**config.mk**
```make
export PLATFORM = sky130hd
export DESIGN_NAME = prio_isr_core
export DESIGN_NICKNAME = d
export VERILOG_FILES = /design/src/rtl/prio_pkg.sv /design/src/rtl/prio_rot_find.sv /design/src/rtl/prio_isr_core.sv
export SDC_FILE = /design/constraint.sdc
export NUM_CORES = 1
export LEC_CHECK = 0
export BUFFER_PORTS_ARGS = -buffer_cell sky130_fd_sc_hd__buf_2
export CORE_AREA = 5 5 81 83
export CTS_BUF_LIST = sky130_fd_sc_hd__clkbuf_16
export CTS_CLUSTER_SIZE = 40
export DETAILED_ROUTE_END_ITERATION = 7
export DIE_AREA = 0 0 86 88
export PLACE_DENSITY = 0.9
export SYNTH_ARGS = -nofsm -noshare
export SYNTH_HDL_FRONTEND = slang
export SYNTH_SLANG_ARGS = --single-unit
```
**constraint.sdc**
```tcl
create_clock -name clk -period 9.8 [get_ports clk]
set_clock_uncertainty 0.1 [all_clocks]
set_input_delay 1.47 -clock clk [delete_from_list [all_inputs] [get_ports clk]]
set_output_delay 1.47 -clock clk [all_outputs]
set_load 0.02 [all_outputs]
```
**src/rtl/prio_pkg.sv**
```systemverilog
package prio_pkg;

    // Command codes for cmd_op_i
    localparam logic [2:0] OP_NOP         = 3'd0;
    localparam logic [2:0] OP_EOI_TOP     = 3'd1;
    localparam logic [2:0] OP_EOI_TOP_ROT = 3'd2;
    localparam logic [2:0] OP_EOI_IDX     = 3'd3;
    localparam logic [2:0] OP_EOI_IDX_ROT = 3'd4;
    localparam logic [2:0] OP_SET_BASE    = 3'd5;

endpackage

```
**src/rtl/prio_rot_find.sv**
```systemverilog
// Finds the set bit with the lowest rotated level. Level p sits at input
// (p + base) mod N. Level N means the vector is empty. N must be a power of two.
module prio_rot_find #(
    parameter int NUM_IN = 8,
    localparam int IDX_W = $clog2(NUM_IN),
    localparam int LVL_W = IDX_W + 1
) (
    input  logic [NUM_IN-1:0] bits_i,
    input  logic [IDX_W-1:0]  base_i,
    output logic              found_o,
    output logic [LVL_W-1:0]  level_o,
    output logic [IDX_W-1:0]  idx_o
);

    logic [IDX_W-1:0] pos;

    always_comb begin
        found_o = 1'b0;
        level_o = LVL_W'(NUM_IN);
        idx_o   = '0;
        pos     = '0;
        for (int p = NUM_IN - 1; p >= 0; p--) begin
            pos = IDX_W'(p) + base_i;
            if (bits_i[pos]) begin
                found_o = 1'b1;
                level_o = LVL_W'(p);
                idx_o   = pos;
            end
        end
    end

endmodule

```
**src/rtl/prio_isr_core.sv**
```systemverilog
module prio_isr_core #(
    parameter int NUM_IN     = 8,
    parameter bit IS_PRIMARY = 1'b1,
    parameter int NEST_IDX   = 2,
    localparam int IDX_W = $clog2(NUM_IN),
    localparam int LVL_W = IDX_W + 1
) (
    input  logic              clk,
    input  logic              rst_n,
    input  logic              init_i,
    input  logic [NUM_IN-1:0] req_i,
    input  logic              mask_we_i,
    input  logic [NUM_IN-1:0] mask_wdata_i,
    input  logic              aeoi_en_i,
    input  logic              rot_aeoi_i,
    input  logic              nest_en_i,
    input  logic              ack_i,
    input  logic              cmd_valid_i,
    input  logic [2:0]        cmd_op_i,
    input  logic [IDX_W-1:0]  cmd_field_i,
    output logic              irq_o,
    output logic [IDX_W-1:0]  vec_o,
    output logic [NUM_IN-1:0] isr_o,
    output logic [NUM_IN-1:0] mask_o,
    output logic [IDX_W-1:0]  offset_o
);
    import prio_pkg::*;

    typedef struct packed {
        logic [NUM_IN-1:0] isr;
        logic [NUM_IN-1:0] mask;
        logic [IDX_W-1:0]  base;
    } state_t;

    state_t st_d, st_q;

    logic [NUM_IN-1:0] cand;
    logic [NUM_IN-1:0] isr_cmp;
    logic              req_found, srv_found, top_found;
    logic [LVL_W-1:0]  req_lvl, srv_lvl, top_lvl;
    logic [IDX_W-1:0]  req_idx, srv_idx, top_idx;
    logic              irq;

    assign cand = req_i & ~st_q.mask;

    generate
        if (IS_PRIMARY) begin : g_nest
            always_comb begin
                isr_cmp = st_q.isr;
                if (nest_en_i) isr_cmp[NEST_IDX] = 1'b0;
            end
        end else begin : g_plain
            assign isr_cmp = st_q.isr;
        end
    endgenerate

    prio_rot_find #(.NUM_IN(NUM_IN)) u_req_find (
        .bits_i (cand),
        .base_i (st_q.base),
        .found_o(req_found),
        .level_o(req_lvl),
        .idx_o  (req_idx)
    );

    prio_rot_find #(.NUM_IN(NUM_IN)) u_srv_find (
        .bits_i (isr_cmp),
        .base_i (st_q.base),
        .found_o(srv_found),
        .level_o(srv_lvl),
        .idx_o  (srv_idx)
    );

    prio_rot_find #(.NUM_IN(NUM_IN)) u_top_find (
        .bits_i (st_q.isr),
        .base_i (st_q.base),
        .found_o(top_found),
        .level_o(top_lvl),
        .idx_o  (top_idx)
    );

    assign irq = req_found && (req_lvl < srv_lvl);

    always_comb begin
        st_d = st_q;
        if (mask_we_i) st_d.mask = mask_wdata_i;
        if (ack_i) begin
            if (irq) begin
                if (aeoi_en_i) begin
                    if (rot_aeoi_i) st_d.base = req_idx + 1'b1;
                end else begin
                    st_d.isr[req_idx] = 1'b1;
                end
            end
        end else if (cmd_valid_i) begin
            case (cmd_op_i)
                OP_EOI_TOP: begin
                    if (top_found) st_d.isr[top_idx] = 1'b0;
                end
                OP_EOI_TOP_ROT: begin
                    if (top_found) begin
                        st_d.isr[top_idx] = 1'b0;
                        st_d.base         = top_idx + 1'b1;
                    end
                end
                OP_EOI_IDX: st_d.isr[cmd_field_i] = 1'b0;
                OP_EOI_IDX_ROT: begin
                    st_d.isr[cmd_field_i] = 1'b0;
                    st_d.base             = cmd_field_i + 1'b1;
                end
                OP_SET_BASE: st_d.base = cmd_field_i + 1'b1;
                default: ;
            endcase
        end
        if (init_i) st_d = '0;
    end

    always_ff @(posedge clk or negedge rst_n) begin
        if (!rst_n) st_q <= '0;
        else        st_q <= st_d;
    end

    assign irq_o    = irq;
    assign vec_o    = req_idx;
    assign isr_o    = st_q.isr;
    assign mask_o   = st_q.mask;
    assign offset_o = st_q.base;

    // srv_found and srv_idx are not needed beyond the level compare
    logic unused_ok;
    assign unused_ok = &{1'b0, srv_found, srv_idx, top_lvl};

endmodule

```
# Word level (Yosys, flattened, before mapping)

Cells that the tools add are included.

Memories kept: 0
Input bits: 31
Memory bits (writable): 0
Memory bits (read-only): 0
Flip-flop bits (word level): 19
Latch bits: 0
Word-level logic and storage cells: 177

Div/mod/pow operators: 0
Equality and inequality tests: 11
Bitwise logic cells: 7
Multiply operators: 0
Shifts and indexed selects: 0
Add/subtract/negate cells: 10
Magnitude comparators: 15
Reduce and logical (&&, ||, !) cells: 13
Mux-type cells: 118

Operators by type and width:

| operator                                                          | count |
|---|---|
| binary-select mux 1 bit (select 3 bit)                            | 24 |
| 2-to-1 mux 3 bit                                                  | 22 |
| 2-to-1 mux 4 bit                                                  | 16 |
| 2-to-1 mux 8 bit                                                  | 6 |
| < comparator 3 x 4 -> 1 bit, second input constant                | 11 |
| 2-to-1 mux 1 bit                                                  | 44 |
| bitwise AND 8 bit                                                 | 3 |
| NOT 8 bit                                                         | 3 |
| 2-to-1 mux 19 bit                                                 | 1 |
| one-hot mux 8 bit (2 select lines)                                | 1 |
| adder 3 bit, first input constant                                 | 4 |
| adder 3 x 1 -> 3 bit, second input constant                       | 3 |
| demux 1 bit (select 3 bit)                                        | 3 |
| greater-or-equal comparator 3 x 1 -> 1 bit, second input constant | 3 |
| != test 3 bit, second input constant                              | 3 |
| OR 8 bit                                                          | 1 |
| nonzero test 4 bit                                                | 2 |
| adder 2 x 3 -> 3 bit, first input constant                        | 2 |
| equality test 3 x 2 -> 1 bit, second input constant               | 2 |
| equality test 3 bit, second input constant                        | 2 |
| one-hot mux 3 bit (2 select lines)                                | 1 |
| AND reduction 6 bit                                               | 1 |
| OR reduction 2 bit                                                | 3 |
| AND reduction 5 bit                                               | 1 |
| other kinds (9)                                                   | 12 |

# Longest topological paths before layout

Gate-level depths: netlist of the first run.

Word-level depth: 22
Mapped depth: 22
Gate-level depth less buffers: 18

# Cells and area by module

From an unflattened synthesis of the first run, not the netlist that was laid out.

Cell total of the unflattened synthesis: 412
Area total of the unflattened synthesis: 3,905.0 sq um

By module, submodules not included:

| module        | area each (sq um) | times used | cells each | sequential area each (sq um) |
|---|---|---|---|---|
| prio_rot_find | 822.0             | 3          | 88         | 0.0 |
| prio_isr_core | 1,438.9           | 1          | 148        | 475.5 |

# Least setup slack after synthesis of the first run

Ideal clock, no wire load.

Path kind: input-to-output
From: input port req_i[3]
To: output port irq_o
Setup slack: 3.999 ns
Stages on the path: 9
Arrival time: 4.231 ns
Required time: 8.230 ns
Cell sequence: nor2b_1 > mux4_2 > mux2_2 > or4b_4 > nor3_1 > ha_1 > a21oi_1 > o31ai_4 > a211oi_2

Longest elaborated chain between the ends: 13
Elaborated cells between the ends (all ways): 35
Classes of those cells: 1 x order compare; 32 x mux; 1 x bitwise; 1 x reduce/logical

RTL lines:

| what                                   | RTL line            | text |
|---|---|---|
| from (decl)                            | prio_isr_core.sv:11 | `input logic [NUM_IN-1:0] req_i,` |
| bitwise AND 8 bit *                    | prio_isr_core.sv:44 | `assign cand = req_i & ~st_q.mask;` |
| binary-select mux 1 bit (select 3 bit) | prio_rot_find.sv:24 | `if (bits_i[pos]) begin` |
| 2-to-1 mux 1 bit (not written as such) | prio_rot_find.sv:24 |  |
| 2-to-1 mux 4 bit (8 in series)         | prio_rot_find.sv:24 |  |
| < comparator 4 bit                     | prio_isr_core.sv:81 | `assign irq = req_found && (req_lvl < srv_lvl);` |
| logical AND 1 bit *                    | prio_isr_core.sv:81 |  |
| to (decl)                              | prio_isr_core.sv:21 | `output logic irq_o,` |

Mark *: on every way between the ends. The rest lies on a longest branch, timed or not. The select of a mux whose other input is x is not followed.

# Final worst setup path of the first run

From: register st_q (netlist bit offset_o[0])
To: output port irq_o

Longest elaborated chain between the ends: 13
Elaborated cells between the ends (all ways): 65
Classes of those cells: 7 x add/sub; 1 x order compare; 56 x mux; 1 x reduce/logical

RTL lines:

| what                                   | RTL line             | text |
|---|---|---|
| from (decl)                            | prio_isr_core.sv:35  | `state_t st_d, st_q;` |
| from (signal assigned)                 | prio_isr_core.sv:119 | `else st_q <= st_d;` |
| adder 3 bit                            | prio_rot_find.sv:23  | `pos = IDX_W'(p) + base_i;` |
| binary-select mux 1 bit (select 3 bit) | prio_rot_find.sv:24  |  |
| 2-to-1 mux 1 bit (not written as such) | prio_rot_find.sv:24  |  |
| 2-to-1 mux 4 bit (8 in series)         | prio_rot_find.sv:24  |  |
| < comparator 4 bit                     | prio_isr_core.sv:81  |  |
| logical AND 1 bit *                    | prio_isr_core.sv:81  |  |

Marks and branches as above.

==> impl_metrics.env, run 1 <==
export IMPL_area_growth_pct=9.865
export IMPL_reg2reg_setup_slack_ps=4620
export IMPL_clk_pin_slew_ps=50
export IMPL_crit_chain="buf_4, ha_1, xor2_2, mux4_2, mux2i_1, nand2b_1, nor3_1, ha_1, a21oi_1, o31ai_4, a211oi_2, buf_2"
export IMPL_gr_usage_all_layers=0.2829
export IMPL_viasPerCell=7.122
export IMPL_finalPower_mw=1.610
export IMPL_die_w_microns=86
export IMPL_cp_common_cell="ha_1"
export IMPL_synth_async_reset_ratio=1.000
export IMPL_arrival_ps=4890
export IMPL_yosysSeqAreaShare=0.1348
export IMPL_clock_fmax_mhz=154.9
export IMPL_place_hpwl_mm=8.036
export IMPL_firstDrtPassIters=5
export IMPL_reg2reg_depth=14
export IMPL_crit_required_ps=8230
export IMPL_die_h_microns=88
export IMPL_grt_max_degree=30
export IMPL_ir_worst_vdd_v=0.0003321
export IMPL_first_global_vias=3693
export IMPL_ant_nets=0
export IMPL_setup_viol=0
export IMPL_worstSkewPairLatency_ps=250
export IMPL_postRouteWirelength_mm=10.59
export IMPL_n_antenna_cell=0
export IMPL_ios=54
export IMPL_syn_avg_cell_area_sq_um=8.558
export IMPL_hold_end="mask_o[0]"
export IMPL_synth_nets=449
export IMPL_fin_nets=488
export IMPL_clockBufferDepth=2
export IMPL_final_setup_tns_ps=0
export IMPL_htreeDepth=1
export IMPL_synth_edf_count=0
export IMPL_drt_iter0_drc=541
export IMPL_max_stage_delay_ps=720
export IMPL_p_leak_nw=1.621
export IMPL_syn_inst=412
export IMPL_status="completed"
export IMPL_cp_start_kind="register"
export IMPL_rsz0062_at_grt="false"
export IMPL_endpoint_kind="primary output"
export IMPL_finalMaxSlewViolations=0
export IMPL_routed_via_count=3739
export IMPL_synth_distinct_cells=74
export IMPL_row_count=28
export IMPL_start_util=0.6100
export IMPL_cts_resized=0
export IMPL_post_cts_buffers=0
export IMPL_synthFlopType="dfrtp_1"
export IMPL_maxCapViolCount=0
export IMPL_synth_warnings=0
export IMPL_io_buffer_count=53
export IMPL_yosys_register_bits=19
export IMPL_syn_area_sq_mm=0.003526
export IMPL_fin_crit_ps=6456
export IMPL_drc=0
export IMPL_hold_violations=0
export IMPL_gp_congestion=0.9672
export IMPL_fin_crit_sh=0.6588
export IMPL_antenna_found_initial=0
export IMPL_worstSetupPathType="register to primary output"
export IMPL_crit_fanout=25
export IMPL_cts_hold_buffers=0
export IMPL_tightest_slew_ps=784.6
export IMPL_cts_tree="yes"
export IMPL_ctsRootBufferMaster="clkbuf_16"
export IMPL_wl_per_cell_microns=20.18
export IMPL_die_area_sq_mm=0.007568
export IMPL_relSlewSlack=0.4752
export IMPL_rr_startpoint="offset_o[0]"
export IMPL_r2r_end="offset_o[2]"
export IMPL_min_path_cells=2
export IMPL_pwr_density_cell_mw_per_mm2=415.6
export IMPL_core_area_sq_mm=0.005781
export IMPL_grt_ovfl_total=0
export IMPL_crit_path_top_delay_cell="dfrtp_2"
export IMPL_hold_class="register to register"
export IMPL_hold_start="mask_o[0]"
export IMPL_cts_buffers=3
export IMPL_drive_above_1_share=0.2400
export IMPL_cts_sinks=19
export IMPL_grt_pass1_wl_mm=17.44
## state kept, by name, summed over array words and instances (netlist names)
| signal | flops |
|---|---|
| isr_o | 8 |
| offset_o | 3 |
| mask_o | 8 |
## through the flow
step / hold WS (ps) / util / std cells / area, sq um / worst slack [ps]
5_1_grt: 530.3 / 0.6701 / 525 / 3874 / 3029
3_5_place_dp: 489.9 / 0.6558 / 521 / 3791 / 3623
6_report: 502.1 / 0.6701 / 525 / 3874 / 3344
2_1_floorplan: 559.8 / - / 412 / 3526 / 3999
4_1_cts: 502.8 / 0.6701 / 525 / 3874 / 3415
3_3_place_gp: 470.0 / 0.6558 / 521 / 3791 / 3703
## worst max-delay path, delay by kind of cell, from the launching register on
kind	cells	cell delay (ps)
compound gates	3	810
flops	1	720
xor+xnor	1	510
simple gates	2	470
fa+ha+maj	2	630
mux	2	820
buf+inv	2	670
## area by class of cell
cell class,count,area (sq um)
well taps,75,93.84
clock inverters,1,7.507
multi-input cells,358,2882
clock buffers,3,75.07
inverters,13,51.30
flip-flops and latches,19,476.7
fillers,490,1907
repair buffers,56,287.8
## worst max path at each step
stage | start | end | slack (ps)
final | offset_o[0] | irq_o | 3340
after global routing | offset_o[0] | irq_o | 3030
after CTS | offset_o[0] | irq_o | 3410
after detailed placement | req_i[2] | irq_o | 3620
after global placement | req_i[3] | irq_o | 3700
after floorplan | req_i[3] | irq_o | 4000
## synth_stat cells (10+ instances only)
library cell | n | area share
a31oi_1 | 16 | 0.028
mux2i_1 | 38 | 0.11
inv_1 | 10 | 0.011
dfrtp_1 | 19 | 0.13
nand2b_1 | 20 | 0.035
o211ai_1 | 13 | 0.028
mux4_2 | 22 | 0.14
o21ai_0 | 18 | 0.026
a21oi_1 | 16 | 0.023
nor3_1 | 14 | 0.020
nor2_1 | 31 | 0.033
nor2b_1 | 12 | 0.021
nand2_1 | 35 | 0.037
## where the power goes
part           internal (mW)  leakage [nW]  switching (mW)
Combinational          0.543          1.33           0.827
Clock                 0.0552        0.0371          0.0308
Sequential            0.0978         0.253          0.0560
## per-layer routing
metal  GRT usage  routed length, microns  up-vias
li1            -                       -     1698
met5           0                       0        -
met3     0.04516                     978       44
met2      0.4877                    5179      223
met4      0.1036                     342        0
met1      0.3579                    4091     1774
## kinds of logic (layout without fill, tap and decap cells)
group,count (synthesis),in the layout,share of synthesized area
simple gates,150,150,0.2218
buf+inv,35,73,0.04791
compound gates,126,126,0.2640
flops,19,19,0.1348
xor+xnor,6,6,0.02129
fa+ha+maj,6,6,0.02129
mux,70,70,0.2889
## layout by cell type (no fill, tap or decap), types with 4 or more instances in the layout
cell type	instances
a21oi_1	16
and2_1	7
o211ai_1	13
o21ai_0	18
a21o_1	6
nand3_1	9
o2111a_1	4
nor2_1	31
nand2b_1	20
nand2_1	35
mux4_2	22
nor3_1	14
inv_1	10
mux2i_1	38
nor2b_1	12
nor3b_1	5
a22oi_1	4
dfrtp_1	18
a211oi_1	4
a31oi_1	16
mux2_2	7
buf_2	53
ha_1	6
a221oi_1	4
o21a_1	5
(Power assumes the default switching activity.)
==> run 2: changes to the inputs <==
--- a/config.mk
+++ b/config.mk
@@ -6,12 +6,12 @@
 export NUM_CORES = 1
 export LEC_CHECK = 0
 export BUFFER_PORTS_ARGS = -buffer_cell sky130_fd_sc_hd__buf_2
-export CORE_AREA = 5 5 81 83
+export CORE_AREA = 5 5 88 90
 export CTS_BUF_LIST = sky130_fd_sc_hd__clkbuf_16
 export CTS_CLUSTER_SIZE = 40
 export DETAILED_ROUTE_END_ITERATION = 7
-export DIE_AREA = 0 0 86 88
-export PLACE_DENSITY = 0.9
+export DIE_AREA = 0 0 93 95
+export PLACE_DENSITY = 0.81
 export SYNTH_ARGS = -nofsm -noshare
 export SYNTH_HDL_FRONTEND = slang
 export SYNTH_SLANG_ARGS = --single-unit
==> constraint.sdc (replaced) <==
create_clock -name clk -period 5.8 [get_ports clk]
set_clock_uncertainty 0.1 [all_clocks]
set_input_delay 0.87 -clock clk [delete_from_list [all_inputs] [get_ports clk]]
set_output_delay 0.87 -clock clk [all_outputs]
set_load 0.02 [all_outputs]
==> run 2 against run 1 <==
  * First-iteration DRC count down 21%
  * Global-route usage down 3.7 points
  * Worst hold slack worse by 65 ps
  * Total power up 73%
  * Clock power up 66%
  * Utilization down 11 points
  * Count of clock-buffer cells in the layout unchanged
  * Worst setup slack worse by 2600 ps
  * Via count up 0.64%
  * Non-clock buffer count up 4
  * Combinational power up 74%
  * Largest cell class unchanged
  * Largest power group unchanged
==> impl_metrics.env, run 2 (synthesized netlist as in run 1, its figures left out) <==
export IMPL_setup_viol=0
export IMPL_crit_fanout=16
export IMPL_firstDrtPassIters=5
export IMPL_fin_nets=492
export IMPL_drive_above_1_share=0.2467
export IMPL_grt_ovfl_total=0
export IMPL_hold_violations=0
export IMPL_endpoint_kind="primary output"
export IMPL_grt_pass1_wl_mm=17.65
export IMPL_first_global_vias=3648
export IMPL_mostFrequentLayoutCell="buf_2"
export IMPL_drc=0
export IMPL_ant_nets=0
export IMPL_ir_worst_vdd_v=0.0004094
export IMPL_final_cell_mix="53 x buf_2, 38 x mux2i_1, 35 x nand2_1"
export IMPL_rsz0062_at_grt="false"
export IMPL_grt_max_degree=45
export IMPL_post_cts_buffers=0
export IMPL_fin_crit_sh=0.8726
export IMPL_arrival_ps=4090
export IMPL_worstSkewPairLatency_ps=250
export IMPL_row_count=31
export IMPL_maxCapViolCount=0
export IMPL_area_growth_pct=10.97
export IMPL_relSlewSlack=0.4460
export IMPL_clock_fmax_mhz=197.6
export IMPL_cts_hold_buffers=0
export IMPL_htreeDepth=1
export IMPL_crit_chain="buf_4, xor2_1, mux4_2, mux2_2, nand2_1, nor3_1, ha_1, a21oi_1, o31ai_4, a211oi_2, buf_2"
export IMPL_pwr_density_cell_mw_per_mm2=711.6
export IMPL_core_area_sq_mm=0.006982
export IMPL_register_area_sq_um=476.7
export IMPL_fin_crit_ps=5061
export IMPL_io_buffer_count=53
export IMPL_fin_util=0.5604
export IMPL_fillers=628
export IMPL_crit_required_ps=4830
export IMPL_hold_class="input pin to async pin"
export IMPL_finalMaxSlewViolations=0
export IMPL_cts_resized=0
export IMPL_clk_pin_slew_ps=60
export IMPL_p_leak_nw=1.640
export IMPL_postRouteWirelength_mm=10.74
export IMPL_multi_input_area_sq_mm=0.002882
export IMPL_antenna_found_initial=0
export IMPL_place_hpwl_mm=8.080
export IMPL_final_setup_tns_ps=0
export IMPL_routed_via_count=3763
export IMPL_cp_start_kind="register"
export IMPL_die_h_microns=95
export IMPL_cts_tree="yes"
export IMPL_die_area_sq_mm=0.008835
export IMPL_timing_hold_ws_ps=436.9
export IMPL_gr_usage_all_layers=0.2457
export IMPL_drt_iter0_drc=426
export IMPL_start_util=0.5050
export IMPL_cts_sinks=19
export IMPL_ctsRootBufferMaster="clkbuf_16"
export IMPL_gp_congestion=0.8796
export IMPL_tightest_slew_ps=831.0
export IMPL_max_stage_delay_ps=690
export IMPL_cts_buffers=3
export IMPL_reg2reg_depth=15
export IMPL_die_w_microns=93
export IMPL_wl_per_cell_microns=20.03
export IMPL_status="completed"
export IMPL_viasPerCell=7.021
export IMPL_n_antenna_cell=0
export IMPL_worstSetupPathType="register to primary output"
export IMPL_ios=54
export IMPL_clockBufferDepth=2
export IMPL_crit_path_top_delay_cell="dfrtp_1"
-- run 2: cell count changes in the layout (fill, tap and decap cells not counted) --
cell   delta
buf_4     +4
-- run 2: through the flow --
| step | setup WS [ps] | power (mW) | area, sq um | std cells |
|---|---|---|---|---|
| 2_1_floorplan | 811.0 | 2.002 | 3526 | 412 |
| 3_3_place_gp | 1102 | 2.529 | 3830 | 532 |
| 3_5_place_dp | 1006 | 2.573 | 3830 | 532 |
| 4_1_cts | 784.7 | 2.735 | 3913 | 536 |
| 5_1_grt | 543.9 | 2.985 | 3913 | 536 |
| 6_report | 739.2 | 2.784 | 3913 | 536 |
-- run 2: critical path: cells and delay by family (launching register included) --
kind	cells	cell delay [ps]
AOI/OAI and AO/OA	3	620
xor gates and xnor gates	1	630
and+or+nand+nor	2	250
adders and majority gates	1	310
muxes	2	740
DFF	1	690
buffers and inverters	2	590
-- run 2: power breakdown --
part	internal [mW]	switching [mW]	leakage, nW
combinational	0.968	1.41	1.35
clock	0.0931	0.0498	0.0371
sequential	0.165	0.0967	0.253
total	1.23	1.56	1.64
-- run 2: layer usage --
metal | up-vias | global-route usage | part of all wire
met2 | 227 | 0.4085 | 0.47
met3 | 46 | 0.03745 | 0.090
met5 | - | 0 | 0
met1 | 1785 | 0.3185 | 0.41
met4 | 0 | 0.1038 | 0.035
li1 | 1705 | - | -
-- run 2: area by class of cell --
type	instances	area share
clock inverters	1	0.001919
multi-input cells	358	0.7365
flip-flops and latches	19	0.1218
clock buffers	3	0.01919
inverters	13	0.01311
repair buffers	60	0.08123
well taps	82	0.02622
-- run 2: path summary, 6_finish.rpt --
check | start | endpoint | slack (ps)
max | offset_o[2] | irq_o | 740
min in group clk | mask_o[0] | mask_o[0] | 490
max in group asynchronous | rst_n | offset_o[0] | 4860
max reg2reg | offset_o[2] | offset_o[2] | 1100
min | rst_n | mask_o[4] | 440
min reg2reg | mask_o[0] | mask_o[0] | 490
==> run 3: changes to the inputs <==
--- a/config.mk
+++ b/config.mk
@@ -5,12 +5,13 @@
 export SDC_FILE = /design/constraint.sdc
 export NUM_CORES = 1
 export LEC_CHECK = 0
+export ABC_AREA = 1
 export BUFFER_PORTS_ARGS = -buffer_cell sky130_fd_sc_hd__buf_2
-export CORE_AREA = 5 5 88 90
+export CORE_AREA = 5 5 81 83
 export CTS_BUF_LIST = sky130_fd_sc_hd__clkbuf_16
 export CTS_CLUSTER_SIZE = 40
 export DETAILED_ROUTE_END_ITERATION = 7
-export DIE_AREA = 0 0 93 95
+export DIE_AREA = 0 0 86 88
 export PLACE_DENSITY = 0.81
 export SYNTH_ARGS = -nofsm -noshare
 export SYNTH_HDL_FRONTEND = slang
==> run 3 against run 2 <==
  * Worst hold slack improved by 12 ps
  * Critical path depth rose by 3
  * Global-route usage fell by 1.4 points
==> impl_metrics.env, run 3 <==
export IMPL_ctsRootBufferMaster="clkbuf_16"
export IMPL_drc=0
export IMPL_met3_usage=0.01881
export IMPL_crit_buf_inv=4
export IMPL_finalMaxSlewViolations=0
export IMPL_cpLargestDelayFamily="buffers and inverters"
export IMPL_clock_fmax_mhz=194.1
export IMPL_synth_async_reset_ratio=1.000
export IMPL_cts_resized=0
export IMPL_grt_ovfl_total=0
export IMPL_core_area_sq_mm=0.005781
export IMPL_netlist_top_cells_area="nand2_1 25%, dfrtp_1 17%, nand3_1 12%"
export IMPL_synth_most_common_cell="nand2_1"
export IMPL_ant_nets=0
export IMPL_cts_sinks=19
export IMPL_final_setup_tns_ps=0
export IMPL_synthTopCellsByCount="194 x nand2_1, 71 x nand3_1, 64 x inv_1, 32 x o21ai_0, 25 x nor2_1"
export IMPL_crit_fanout=22
export IMPL_worstSetupPathType="register to primary output"
export IMPL_firstDrtPassIters=5
export IMPL_io_buffer_count=53
export IMPL_synth_nets=555
export IMPL_syn_inst=518
export IMPL_crit_required_ps=4830
export IMPL_grt_use_met2=0.3973
export IMPL_crit_chain="inv_1, ha_1, inv_1, nand3_1, o21ai_0, a21oi_1, nand2_1, nor2_1, nand4_1, ha_1, a211oi_1, nand2_1, inv_1, buf_2"
export IMPL_fin_crit_sh=0.8884
export IMPL_die_w_microns=86
export IMPL_ios=54
export IMPL_area_growth_pct=11.86
export IMPL_grt_pass1_wl_mm=14.34
export IMPL_cts_hold_buffers=0
export IMPL_drive_above_1_share=0.1411
export IMPL_place_hpwl_mm=6.875
export IMPL_yosysTopAreaCell="nand2_1"
export IMPL_cp_start_kind="register"
export IMPL_first_global_vias=3181
export IMPL_rsz0062_at_grt="false"
export IMPL_hold_class="input pin to async pin"
export IMPL_max_stage_delay_ps=760
export IMPL_drt_iter0_drc=289
export IMPL_yosysSeqAreaShare=0.1651
export IMPL_maxCapViolCount=0
export IMPL_viasPerCell=5.622
export IMPL_cts_buffers=3
export IMPL_mostFrequentLayoutCell="nand2_1"
export IMPL_status="completed"
export IMPL_arrival_ps=4180
export IMPL_final_cell_mix="194 x nand2_1, 71 x nand3_1, 64 x inv_1"
export IMPL_endpoint_kind="primary output"
export IMPL_cp_common_cell="inv_1"
export IMPL_row_count=28
export IMPL_setup_viol=0
export IMPL_clockBufferDepth=2
export IMPL_grt_busiest_layer="met2"
export IMPL_yosys_register_bits=19
export IMPL_clk_pin_slew_ps=50
export IMPL_synthFlopType="dfrtp_1"
export IMPL_synth_warnings=0
export IMPL_grt_max_degree=23
export IMPL_postRouteWirelength_mm=8.650
export IMPL_syn_avg_cell_area_sq_um=5.560
export IMPL_netlist_area_leader_share=0.2528
export IMPL_fin_nets=598
export IMPL_htreeDepth=1
export IMPL_grt_util_met1=0.3089
export IMPL_synth_distinct_cells=38
export IMPL_crit_path_top_delay_cell="dfrtp_1"
export IMPL_hold_violations=0
export IMPL_gp_congestion=0.9620
export IMPL_start_util=0.4983
export IMPL_syn_area_sq_mm=0.002880
export IMPL_n_antenna_cell=0
export IMPL_worstSkewPairLatency_ps=250
export IMPL_cts_tree="yes"
export IMPL_relSlewSlack=0.5063
export IMPL_post_cts_buffers=0
export IMPL_routed_via_count=3570
export IMPL_synth_edf_count=0
export IMPL_die_area_sq_mm=0.007568
export IMPL_die_h_microns=88
export IMPL_tightest_slew_ps=740.6
export IMPL_fin_crit_ps=5153
export IMPL_antenna_found_initial=0
export IMPL_wl_per_cell_microns=13.62
export IMPL_gr_usage_all_layers=0.2317
export IMPL_timing_hold_ws_ps=448.7
==> run 3: cells by family (layout without fill, tap and decap cells) <==
| group | count (synthesis) | count (layout) | share of synthesized area |
|---|---|---|---|
| AOI/OAI and AO/OA | 81 | 81 | 0.1629 |
| xor gates and xnor gates | 3 | 3 | 0.02867 |
| adders and majority gates | 6 | 6 | 0.02606 |
| buffers and inverters | 85 | 127 | 0.1277 |
| DFF | 19 | 19 | 0.1651 |
| and+or+nand+nor | 324 | 324 | 0.4896 |
==> run 3: per-stage QoR <==
step	setup slack, ps	util	instances	area, sq um
finish	647.1	0.5574	635	3222
global route	241.8	0.5574	635	3222
CTS	693.9	0.5574	635	3222
detailed placement	960.1	0.5431	631	3139
global placement	1184	0.5431	631	3139
floorplan	2018	-	518	2880
==> run 3: layout make-up <==
type	instances	area [sq um]
Fill cell	586	2559
Multi-Input combinational cell	414	2037
Sequential cell	19	475.5
Timing Repair Buffer	54	272.8
Inverter	69	260.3
Tap cell	75	93.84
Clock buffer	3	75.07
Clock inverter	1	7.507
==> run 3: worst paths after layout <==
check                           slack [ps]          end  cells past startpoint         from
worst max-delay path                   650        irq_o                     14  offset_o[0]
worst max register to register        1340     isr_o[0]                     15  offset_o[0]
min in group clk                       460     isr_o[1]                      2     isr_o[1]
worst min register to register         460     isr_o[1]                      2     isr_o[1]
worst min-delay path                   450     isr_o[1]                      1        rst_n
max in group asynchronous             4850  offset_o[2]                      1        rst_n
==> run 3: routing by layer <==
| layer | up-vias | routed length [microns] | share of wire |
|---|---|---|---|
| met5 | - | 0 | 0 |
| met4 | 0 | 203 | 0.023 |
| met3 | 23 | 668 | 0.077 |
| met2 | 171 | 4107 | 0.47 |
| met1 | 1595 | 3671 | 0.42 |
| li1 | 1781 | - | - |
Power of run 3 is not shown: default switching activity piles up to over one toggle a cycle in this logic, so the estimate is an artifact.
